[config.mk]
export PLATFORM = sky130hd
export DESIGN_NAME = sync_burst_sram
export DESIGN_NICKNAME = d
export VERILOG_FILES = /design/src/rtl/sbs_pkg.sv /design/src/rtl/sbs_burst_ctl.sv /design/src/rtl/sbs_array.sv /design/src/rtl/sbs_out_stage.sv /design/src/rtl/sync_burst_sram.sv
export SDC_FILE = /design/constraint.sdc
export NUM_CORES = 1
export LEC_CHECK = 0
export ABC_AREA = 0
export BUFFER_PORTS_ARGS = -buffer_cell sky130_fd_sc_hd__buf_2
export CORE_ASPECT_RATIO = 1.1
export CORE_MARGIN = 2
export CORE_UTILIZATION = 47
export DETAILED_ROUTE_END_ITERATION = 10
export PLACE_DENSITY = 0.69
export SLEW_MARGIN = 30
export SYNTH_ARGS = -nofsm -noshare
export SYNTH_HDL_FRONTEND = slang
export SYNTH_SLANG_ARGS = --single-unit
export TNS_END_PERCENT = 50
[constraint.sdc]
create_clock -name clk -period 4.34 [get_ports clk]
set_input_delay 0.434 -clock clk [delete_from_list [all_inputs] [get_ports clk]]
set_output_delay 0.434 -clock clk [all_outputs]
set_load 0.05 [all_outputs]
[src/rtl/sbs_pkg.sv]
package sbs_pkg;
  typedef enum logic [1:0] {
    CYC_IDLE  = 2'd0,
    CYC_READ  = 2'd1,
    CYC_WRITE = 2'd2
  } cyc_e;

  // low address bits for burst step k from start s
  function automatic logic [1:0] burst_low(input logic [1:0] s,
                                           input logic [1:0] k,
                                           input logic ilv);
    logic [1:0] r;
    if (ilv) r = s ^ k;
    else     r = s + k;
    return r;
  endfunction
endpackage

[src/rtl/sbs_burst_ctl.sv]
module sbs_burst_ctl
  import sbs_pkg::*;
#(
  parameter int ADDR_W = 6,
  parameter int NBYTES = 2
) (
  input  logic              clk,
  input  logic              rst_n,
  input  logic [ADDR_W-1:0] addr,
  input  logic              adsp_n,
  input  logic              adsc_n,
  input  logic              adv_n,
  input  logic              ce_lo_n,
  input  logic              ce_hi,
  input  logic              gw_n,
  input  logic              bwe_n,
  input  logic [NBYTES-1:0] bsel_n,
  input  logic              ilv_mode,
  output cyc_e              cyc_op,
  output logic [ADDR_W-1:0] cyc_addr,
  output logic [NBYTES-1:0] wmask
);
  logic [ADDR_W-1:0] base_q, base_nx;
  logic [1:0]        cnt_q, cnt_nx;
  logic              act_q, act_nx;
  logic              sel, wr_req, load, adv_tk;
  logic [NBYTES-1:0] req_mask;

  always_comb begin
    sel      = !ce_lo_n && ce_hi;
    wr_req   = !gw_n || (!bwe_n && !(&bsel_n));
    req_mask = !gw_n ? {NBYTES{1'b1}} : (!bwe_n ? ~bsel_n : {NBYTES{1'b0}});
    load     = 1'b0;
    adv_tk   = 1'b0;
    cyc_op   = CYC_IDLE;
    cnt_nx   = cnt_q;
    act_nx   = act_q;
    base_nx  = base_q;
    if (!adsp_n) begin
      if (sel) begin
        load   = 1'b1;
        cyc_op = CYC_READ;
      end else begin
        act_nx = 1'b0;
      end
    end else if (!adsc_n) begin
      if (sel) begin
        load   = 1'b1;
        cyc_op = wr_req ? CYC_WRITE : CYC_READ;
      end else begin
        act_nx = 1'b0;
      end
    end else if (act_q) begin
      cyc_op = wr_req ? CYC_WRITE : CYC_READ;
      if (!adv_n) begin
        adv_tk = 1'b1;
        cnt_nx = cnt_q + 2'd1;
      end
    end
    if (load) begin
      base_nx = addr;
      cnt_nx  = 2'd0;
      act_nx  = 1'b1;
    end
    cyc_addr = load ? addr
                    : {base_q[ADDR_W-1:2], burst_low(base_q[1:0], cnt_nx, ilv_mode)};
    wmask    = (cyc_op == CYC_WRITE) ? req_mask : {NBYTES{1'b0}};
  end

  always_ff @(posedge clk or negedge rst_n) begin
    if (!rst_n) begin
      base_q <= '0;
      cnt_q  <= 2'd0;
      act_q  <= 1'b0;
    end else begin
      base_q <= base_nx;
      cnt_q  <= cnt_nx;
      act_q  <= act_nx;
    end
  end

  // a load restarts the counter and opens the burst
  a_r2_load_restart: assert property (@(posedge clk) disable iff (!rst_n)
    load |=> (act_q && cnt_q == 2'd0));

  // an advance steps the counter by one
  a_r4_adv_step: assert property (@(posedge clk) disable iff (!rst_n)
    adv_tk |=> (cnt_q == $past(cnt_q) + 2'd1));

  // suspend cycles hold the counter
  a_r7_suspend_hold: assert property (@(posedge clk) disable iff (!rst_n)
    (act_q && adsp_n && adsc_n && adv_n) |=> $stable(cnt_q));

  // a strobe while unselected closes the burst
  a_r11_desel_close: assert property (@(posedge clk) disable iff (!rst_n)
    ((!adsp_n || !adsc_n) && !(!ce_lo_n && ce_hi)) |=> !act_q);
endmodule

[src/rtl/sbs_array.sv]
module sbs_array #(
  parameter int ADDR_W = 6,
  parameter int NBYTES = 2,
  parameter int BYTE_W = 8
) (
  input  logic                     clk,
  input  logic [NBYTES-1:0]        wmask,
  input  logic [ADDR_W-1:0]        waddr,
  input  logic [NBYTES*BYTE_W-1:0] wdata,
  input  logic [ADDR_W-1:0]        raddr,
  output logic [NBYTES*BYTE_W-1:0] rdata
);
  localparam int DEPTH = 1 << ADDR_W;

  for (genvar b = 0; b < NBYTES; b++) begin : g_lane
    logic [BYTE_W-1:0] lane_mem [DEPTH];
    always_ff @(posedge clk) begin
      if (wmask[b]) lane_mem[waddr] <= wdata[b*BYTE_W +: BYTE_W];
    end
    assign rdata[b*BYTE_W +: BYTE_W] = lane_mem[raddr];
  end
endmodule

[src/rtl/sbs_out_stage.sv]
module sbs_out_stage
  import sbs_pkg::*;
#(
  parameter int ADDR_W = 6,
  parameter int DATA_W = 16
) (
  input  logic              clk,
  input  logic              rst_n,
  input  cyc_e              cyc_op,
  input  logic [ADDR_W-1:0] cyc_addr,
  input  logic              pipe_mode,
  input  logic              oe_n,
  input  logic [DATA_W-1:0] arr_rdata,
  output logic [ADDR_W-1:0] rd_addr,
  output logic [DATA_W-1:0] dq_out,
  output logic              dq_drv
);
  logic              vld1_q, vld2_q;
  logic [ADDR_W-1:0] rd_addr_q;
  logic [DATA_W-1:0] pipe_q;

  always_ff @(posedge clk or negedge rst_n) begin
    if (!rst_n) begin
      vld1_q    <= 1'b0;
      vld2_q    <= 1'b0;
      rd_addr_q <= '0;
      pipe_q    <= '0;
    end else begin
      vld1_q    <= (cyc_op == CYC_READ);
      vld2_q    <= vld1_q;
      rd_addr_q <= cyc_addr;
      pipe_q    <= arr_rdata;
    end
  end

  assign rd_addr = rd_addr_q;
  assign dq_out  = pipe_mode ? pipe_q : arr_rdata;
  assign dq_drv  = (pipe_mode ? vld2_q : vld1_q) && !oe_n;
endmodule

[src/rtl/sync_burst_sram.sv]
module sync_burst_sram
  import sbs_pkg::*;
#(
  parameter int ADDR_W = 6,
  parameter int NBYTES = 2,
  parameter int BYTE_W = 8
) (
  input  logic                     clk,
  input  logic                     rst_n,
  input  logic [ADDR_W-1:0]        addr,
  input  logic                     adsp_n,
  input  logic                     adsc_n,
  input  logic                     adv_n,
  input  logic                     ce_lo_n,
  input  logic                     ce_hi,
  input  logic                     gw_n,
  input  logic                     bwe_n,
  input  logic [NBYTES-1:0]        bsel_n,
  input  logic                     oe_n,
  input  logic                     pipe_mode,
  input  logic                     ilv_mode,
  input  logic [NBYTES*BYTE_W-1:0] dq_in,
  output logic [NBYTES*BYTE_W-1:0] dq_out,
  output logic                     dq_drv
);
  localparam int DATA_W = NBYTES * BYTE_W;

  cyc_e              cyc_op;
  logic [ADDR_W-1:0] cyc_addr, rd_addr;
  logic [NBYTES-1:0] wmask;
  logic [DATA_W-1:0] arr_rdata;

  sbs_burst_ctl #(.ADDR_W(ADDR_W), .NBYTES(NBYTES)) u_ctl (
    .clk(clk), .rst_n(rst_n), .addr(addr), .adsp_n(adsp_n), .adsc_n(adsc_n),
    .adv_n(adv_n), .ce_lo_n(ce_lo_n), .ce_hi(ce_hi), .gw_n(gw_n), .bwe_n(bwe_n),
    .bsel_n(bsel_n), .ilv_mode(ilv_mode), .cyc_op(cyc_op), .cyc_addr(cyc_addr),
    .wmask(wmask)
  );

  sbs_array #(.ADDR_W(ADDR_W), .NBYTES(NBYTES), .BYTE_W(BYTE_W)) u_arr (
    .clk(clk), .wmask(wmask), .waddr(cyc_addr), .wdata(dq_in),
    .raddr(rd_addr), .rdata(arr_rdata)
  );

  sbs_out_stage #(.ADDR_W(ADDR_W), .DATA_W(DATA_W)) u_out (
    .clk(clk), .rst_n(rst_n), .cyc_op(cyc_op), .cyc_addr(cyc_addr),
    .pipe_mode(pipe_mode), .oe_n(oe_n), .arr_rdata(arr_rdata),
    .rd_addr(rd_addr), .dq_out(dq_out), .dq_drv(dq_drv)
  );

  // no lane is written outside a write cycle
  a_r8_mask_only_on_write: assert property (@(posedge clk) disable iff (!rst_n)
    (cyc_op != CYC_WRITE) |-> (wmask == '0));

  // flow-through read drives in the next cycle unless gated
  a_r9_flow_drive: assert property (@(posedge clk) disable iff (!rst_n)
    (!pipe_mode && cyc_op == CYC_READ) |=> (dq_drv || oe_n));

  // pipelined read drives two edges on unless gated
  a_r10_pipe_drive: assert property (@(posedge clk) disable iff (!rst_n)
    (pipe_mode && cyc_op == CYC_READ) |=> ##1 (dq_drv || oe_n));

  // flow-through turn-off after a non-read cycle
  a_r11_flow_off: assert property (@(posedge clk) disable iff (!rst_n)
    (!pipe_mode && cyc_op != CYC_READ) |=> !dq_drv);

  // pipelined turn-off one edge later
  a_r11_pipe_off: assert property (@(posedge clk) disable iff (!rst_n)
    (pipe_mode && cyc_op != CYC_READ) |=> ##1 !dq_drv);
endmodule

# --- Yosys cells after proc, flatten, opt, wreduce, memory -nomap -nowiden ---
# Memories as Yosys holds them, arrays and structs flattened.
# Cells that the tools add are included.
word_totals:
  wordCells: 55
  regBits: 33
  out_inout_bits: 17
  inputBits: 36
  mem_bits_rw: 1024
  mem_count: 2
op_classes:
  n_addsub: 2
  n_bitwise: 2
  mux: 29
  n_reduce_logical: 10
  n_eq_ne: 3
memory_table:
  columns: ["name", "depth", "word_bits", "rd", "rd_clocked_by_memory_dff", "write_ports", "line", "rtl"]
  rows:
  - ["u_arr.g_lane[0].lane_mem", 64, 8, 1, 0, 1, "sbs_array.sv:16", "logic [BYTE_W-1:0] lane_mem [DEPTH];"]
  - ["u_arr.g_lane[1].lane_mem", 64, 8, 1, 0, 1, "sbs_array.sv:16", null]
ops:
  columns: ["operator", "count"]
  rows:
  - ["$mux 2", 14]
  - ["$mux 16", 1]
  - ["$mux 1", 13]
  - ["$mux 6", 1]
  - ["$logic_not 1->1", 5]
  - ["$logic_and 1x1->1", 3]
  - ["$ne 3x2->1 const B", 1]
  - ["$add 2x1->2 const B", 1]
  - ["$add 2x2->2", 1]
  - ["$eq 2x1->1 const B", 1]
  - ["$eq 2x2->1 const B", 1]
  - ["$not 2->2", 1]
  - ["$reduce_and 2->1", 1]
  - ["$xor 2x2->2", 1]
  - ["$logic_or 1x1->1", 1]

# --- Longest topological paths before layout ---
logic_depth:
  word_depth: 12
  ltp_mapped: 13
  depth_no_buf: 9

# --- Cells and area by module ---
# Synthesis repeated with hierarchy kept, for this count alone.
unflattened:
  hier_cells: 1990
  hier_area_um2: 41344.7
by_module_without_submodules:
  columns: ["mod", "seq_area_each_um2", "cells_per_inst", "area_per_inst_um2", "instances"]
  rows:
  - ["sbs_array", 30749.5, 1886, 39953.3, 1]
  - ["sbs_out_stage", 600.6, 45, 865.8, 1]
  - ["sbs_burst_ctl", 225.2, 59, 525.5, 1]

# --- Worst setup path after synthesis ---
# OpenSTA, ideal clock, no wires.
synth_path:
  path_type: "in2reg"
  startpoint: "input port adsc_n"
  endpoint: "memory u_arr.g_lane[1].lane_mem[16][0] (enable)"
  t_required_ns: 3.957
  path_slack_ns: 0.812
  path_buffers: 4
  cell_stages: 13
  setup_time_ns: 0.383
  arrival_ns: 3.144
  path_cell_list: "and2_1 -> nor2_1 -> buf_6 -> clkbuf_1 -> a21oi_1 -> ha_1 -> nor2b_1 -> xnor2_1 -> xnor3_2 -> o21a_1 -> buf_6 -> buf_6 -> nor3_1"
synth_via:
  elab_chain_cells: 6
  elab_cells_between_ends: 15
  cone_classes: "add/sub (1); eq/ne (1); mux (12); bitwise (1)"
synth_rtl:
  columns: ["element", "line", "rtl"]
  rows:
  - ["start: declaration", "sync_burst_sram.sv:12", "input logic adsc_n,"]
  - ["$mux 2 or $mux 1 (tied branches)", "sbs_burst_ctl.sv:46", "end else if (!adsc_n) begin"]
  - ["$mux 2 or $mux 1 (tied branches)", "sbs_burst_ctl.sv:39", "if (!adsp_n) begin"]
  - ["$mux 2 *", "sbs_burst_ctl.sv:60", "if (load) begin"]
  - ["named net u_ctl.cnt_nx[0]", "sbs_burst_ctl.sv:24", "logic [1:0] cnt_q, cnt_nx;"]
  - ["$add 2x2->2 or $xor 2x2->2 (tied branches)", "sbs_pkg.sv:14, sbs_pkg.sv:13", null]
  - ["$mux 2 *", "sbs_pkg.sv:13", "if (ilv) r = s ^ k;"]
  - ["$mux 6 *", "sbs_burst_ctl.sv:65", "cyc_addr = load ? addr"]
  - ["end: declaration", "sbs_array.sv:16", null]
# The timed path passes the listed nets; every way through them passes the cells marked *.

# --- Worst setup path in the final report ---
layout_path:
  startpoint: "register u_out.rd_addr_q[0] (netlist: u_out.rd_addr[0])"
  endpoint: "output port dq_out[3]"
layout_via:
  elab_chain_cells: 2
layout_rtl:
  columns: ["element", "line", "rtl"]
  rows:
  - ["start: declaration", "sbs_out_stage.sv:19", "logic [ADDR_W-1:0] rd_addr_q;"]
  - ["start signal: assignment", "sbs_out_stage.sv:31", "rd_addr_q <= cyc_addr;"]
  - ["$mem_v2 64x8", null, null]
  - ["$mux 16", "sbs_out_stage.sv:37", "assign dq_out = pipe_mode ? pipe_q : arr_rdata;"]
  - ["end: declaration", "sync_burst_sram.sv:23", "output logic [NBYTES*BYTE_W-1:0] dq_out,"]
# Every way passes these cells.

==> flow_metrics.tcl <==
set metrics [dict create \
    cts_buffers 103 \
    crit_path_end_kind "primary output" \
    cts_root_buf "clkbuf_16" \
    syn_to_final_growth_pct 13.67 \
    drtPass1Iterations 10 \
    p_leak_nw 15.35 \
    peakVddDrop_mv 0.3248 \
    p_switching_mw 6.124 \
    grt_max_degree 132 \
    slew_viol_final 0 \
    design.die.area_um2 91500 \
    max_slew_margin 0.3280 \
    synthArstFlopShare 0.03122 \
    p_clk_frac 0.368 \
    worst_ep_arrival_time_ns 3.78 \
    preCtsSetupSlack_ns 0.6618 \
    antenna_found_initial 7 \
    grt_first_pass_wirelength_um 150900 \
    rsz0062_at_grt "yes" \
    combPwrFrac 0.152 \
    yosysTopAreaCellShare 0.7343 \
    setup_viol 0 \
    swShare 0.2578 \
    final_hold_viol_count 0 \
    yosys_warnings 0 \
    critPathLaunchType "flip-flop" \
    skew_ns 0.03185 \
    grt_pass1_vias 22360 \
    synth_nets 2179 \
    place_area_um2 44210 \
    p_seq_frac 0.479 \
    maxCapViolations 0 \
    drcViolationCount 0 \
    critPathRequiredTime_ns 3.91 \
    rows 114 \
    viasPerCell 6.125 \
    yosys.area.top_type "edfxtp_1" \
    cp_slowest_cell "dfrtp_4" \
    internal-power_mw 17.63 \
    fmax_mhz 237.1 \
    num-fill-cells 6724 \
    dp_hpwl_um 65630 \
    gp_congestion 0.8809 \
    synth_area_leaders "edfxtp_1 73%, mux4_2 9.2%, mux2i_1 4.7%" \
    synth.most_common_cell "edfxtp_1" \
    ys_types 62 \
    drive_gt1_frac 0.2363 \
    status "complete, no violations" \
    syn_inst 2142 \
    synth_edf_count 1024 \
    max_stage_delay_ns 0.70 \
    total_power_mw 23.75 \
    clk-insertion-delay-late_ns 0.69 \
    ios 53 \
    fin_crit_sh 0.9720 \
    ys_seq_area_frac 0.7540 \
    cp_cell_sequence "buf_6 > mux4_2 > mux2_2 > nand2_1 > a221oi_2 > a221o_1 > buf_2" \
    cp_max_fo 30 \
    die_y_um 317.1 \
    track_usage 0.2281 \
    initial_core_util 0.4751 \
    yosys_register_bits 1057 \
    syn_area_um2 41880 \
    hold-worst-slack_ns 0.03870 \
    worstHoldPathType "in -> reg" \
    multi_input_comb_area_um2 9613 \
    core-area_um2 88150 \
    utilization 0.5400 \
    criticalPathCategory "reg -> out" \
    wl_per_cell_um 28.97 \
    overflow 0 \
    ant_nets 0 \
    worst_pin_slew_ns 1.006 \
    io_buffers 52 \
    cts_sinks 1057 \
    final-seq-area_um2 31590 \
    dr.first_iter.drc_count 2908 \
    clock_path_buffers 3 \
    finalInstanceArea_um2 47600 \
    via_count 21890 \
    wl_um 103500 \
    cts_tree "built" \
    die_x_um 288.6 \
    h-tree-depth 3 \
    synthTopCellsByCount "1,024 x edfxtp_1, 196 x mux2i_1, 171 x mux4_2" \
    powerDensity_nw_per_um2 499.0 \
    setup_slack_ns 0.1215 \
    clkTransAtPathRegs_ns 0.06 \
    synth_ff_type "edfxtp_1" \
    nets 2369 \
    synth.avg_cell_area_um2 19.55 \
    layout_min_cycle_time_ns 4.219 \
]
==> flip-flops by register name, summed over array words and instances (netlist names) <==
| signal | count |
|---|---|
| u_ctl.act_q | 1 |
| u_out.vld2_q | 1 |
| u_arr.g_lane.lane_mem | 1024 |
| u_ctl.cnt_q | 2 |
| u_out.vld1_q | 1 |
| u_out.pipe_q | 16 |
| u_ctl.base_q | 6 |
| u_out.rd_addr | 6 |
==> timing repair <==
item | in CTS | in global routing
resized for setup | 2 | 8
endpoints found under the hold margin | 33 | 0
setup endpoints to repair | 6 | 5
gates cloned | 0 | 1
hold buffers | 1 | 0
buffers inserted | 1 | 0
==> cell usage in the layout (no fill, tap or decap), types with 44 or more instances in the layout <==
| cell type | count |
|---|---|
| nor2_1 | 76 |
| nor3_1 | 67 |
| a21oi_1 | 44 |
| buf_2 | 50 |
| buf_4 | 146 |
| clkbuf_16 | 106 |
| mux4_2 | 171 |
| mux2i_1 | 195 |
| edfxtp_1 | 1024 |
| nand2_1 | 78 |
| a22oi_1 | 52 |
==> kinds of logic (layout without fill, tap and decap cells) <==
logic type                 Yosys count  in the layout  share of synthesized area
buffers and inverters              129            399                    0.01799
other                                0              2                          0
AOI/OAI and AO/OA                  253            253                    0.04362
xor gates and xnor gates             3              3                  0.0009860
DFF                               1057           1057                     0.7540
muxes                              397            397                     0.1490
adders and majority gates            1              1                  0.0002987
and+or+nand+nor                    302            302                    0.03406
==> area by class of cell <==
type / count / area share
diodes: 2 / 0.0001051
flip-flops and latches: 1057 / 0.6636
repair buffers: 211 / 0.03462
inverters: 3 / 0.0002366
clock buffers: 136 / 0.05807
clock inverters: 49 / 0.01093
multi-input cells: 956 / 0.2020
well taps: 1160 / 0.03049
==> power by group through the flow <==
| stage | combinational, mW | clock [mW] | sequential [mW] |
|---|---|---|---|
| after floorplan | 2.32 | 0 | 11.5 |
| after global placement | 3.49 | 0 | 11.6 |
| after detailed placement | 3.54 | 0 | 11.6 |
| after CTS | 3.57 | 8.86 | 11.4 |
| after global routing | 3.78 | 9.26 | 11.4 |
| final | 3.61 | 8.75 | 11.4 |
==> per-layer routing <==
layer  global-route usage  up-vias  share of wire
li1                     -     9205              -
met3              0.05187      197          0.090
met5                    0        -        0.00039
met2               0.3688     1079           0.48
met4              0.07779        6          0.032
met1               0.3082    11400           0.39
==> worst max-delay path: cells and delay by family, from the launching register on <==
| family | cells | cell delay, ns |
|---|---|---|
| buffers and inverters | 2 | 0.69 |
| AO/OA/AOI/OAI | 2 | 0.62 |
| AND/OR/NAND/NOR | 1 | 0.11 |
| multiplexers | 2 | 0.93 |
| flip-flops | 1 | 0.70 |
==> path summary, 6_finish.rpt <==
check,depth (start not counted),slack [ns],start,end
hold reg to reg,0,0.39,u_out.vld1_q$_DFF_PN0_,u_out.vld2_q$_DFF_PN0_
hold / removal,3,0.04,addr[4],u_ctl.base_q[4]$_DFFE_PN0P_
min in group asynchronous,2,0.29,rst_n,u_ctl.act_q$_DFFE_PN0P_
setup reg to reg,9,0.77,u_ctl.act_q$_DFFE_PN0P_,u_arr.g_lane[1].lane_mem[35][4]$_DFFE_PP_
setup / recovery,7,0.12,u_out.rd_addr[0]$_DFF_PN0_,dq_out[3]
max in group asynchronous,2,3.59,rst_n,u_out.rd_addr[1]$_DFF_PN0_
==> per-stage QoR <==
step	instances	setup TNS, ns
floorplan	2142	0
global placement	3384	0
detailed placement	3384	0
CTS	3571	0
global route	3572	-0.02713
finish	3574	0
No activity file was read; power rests on OpenSTA's default activity.
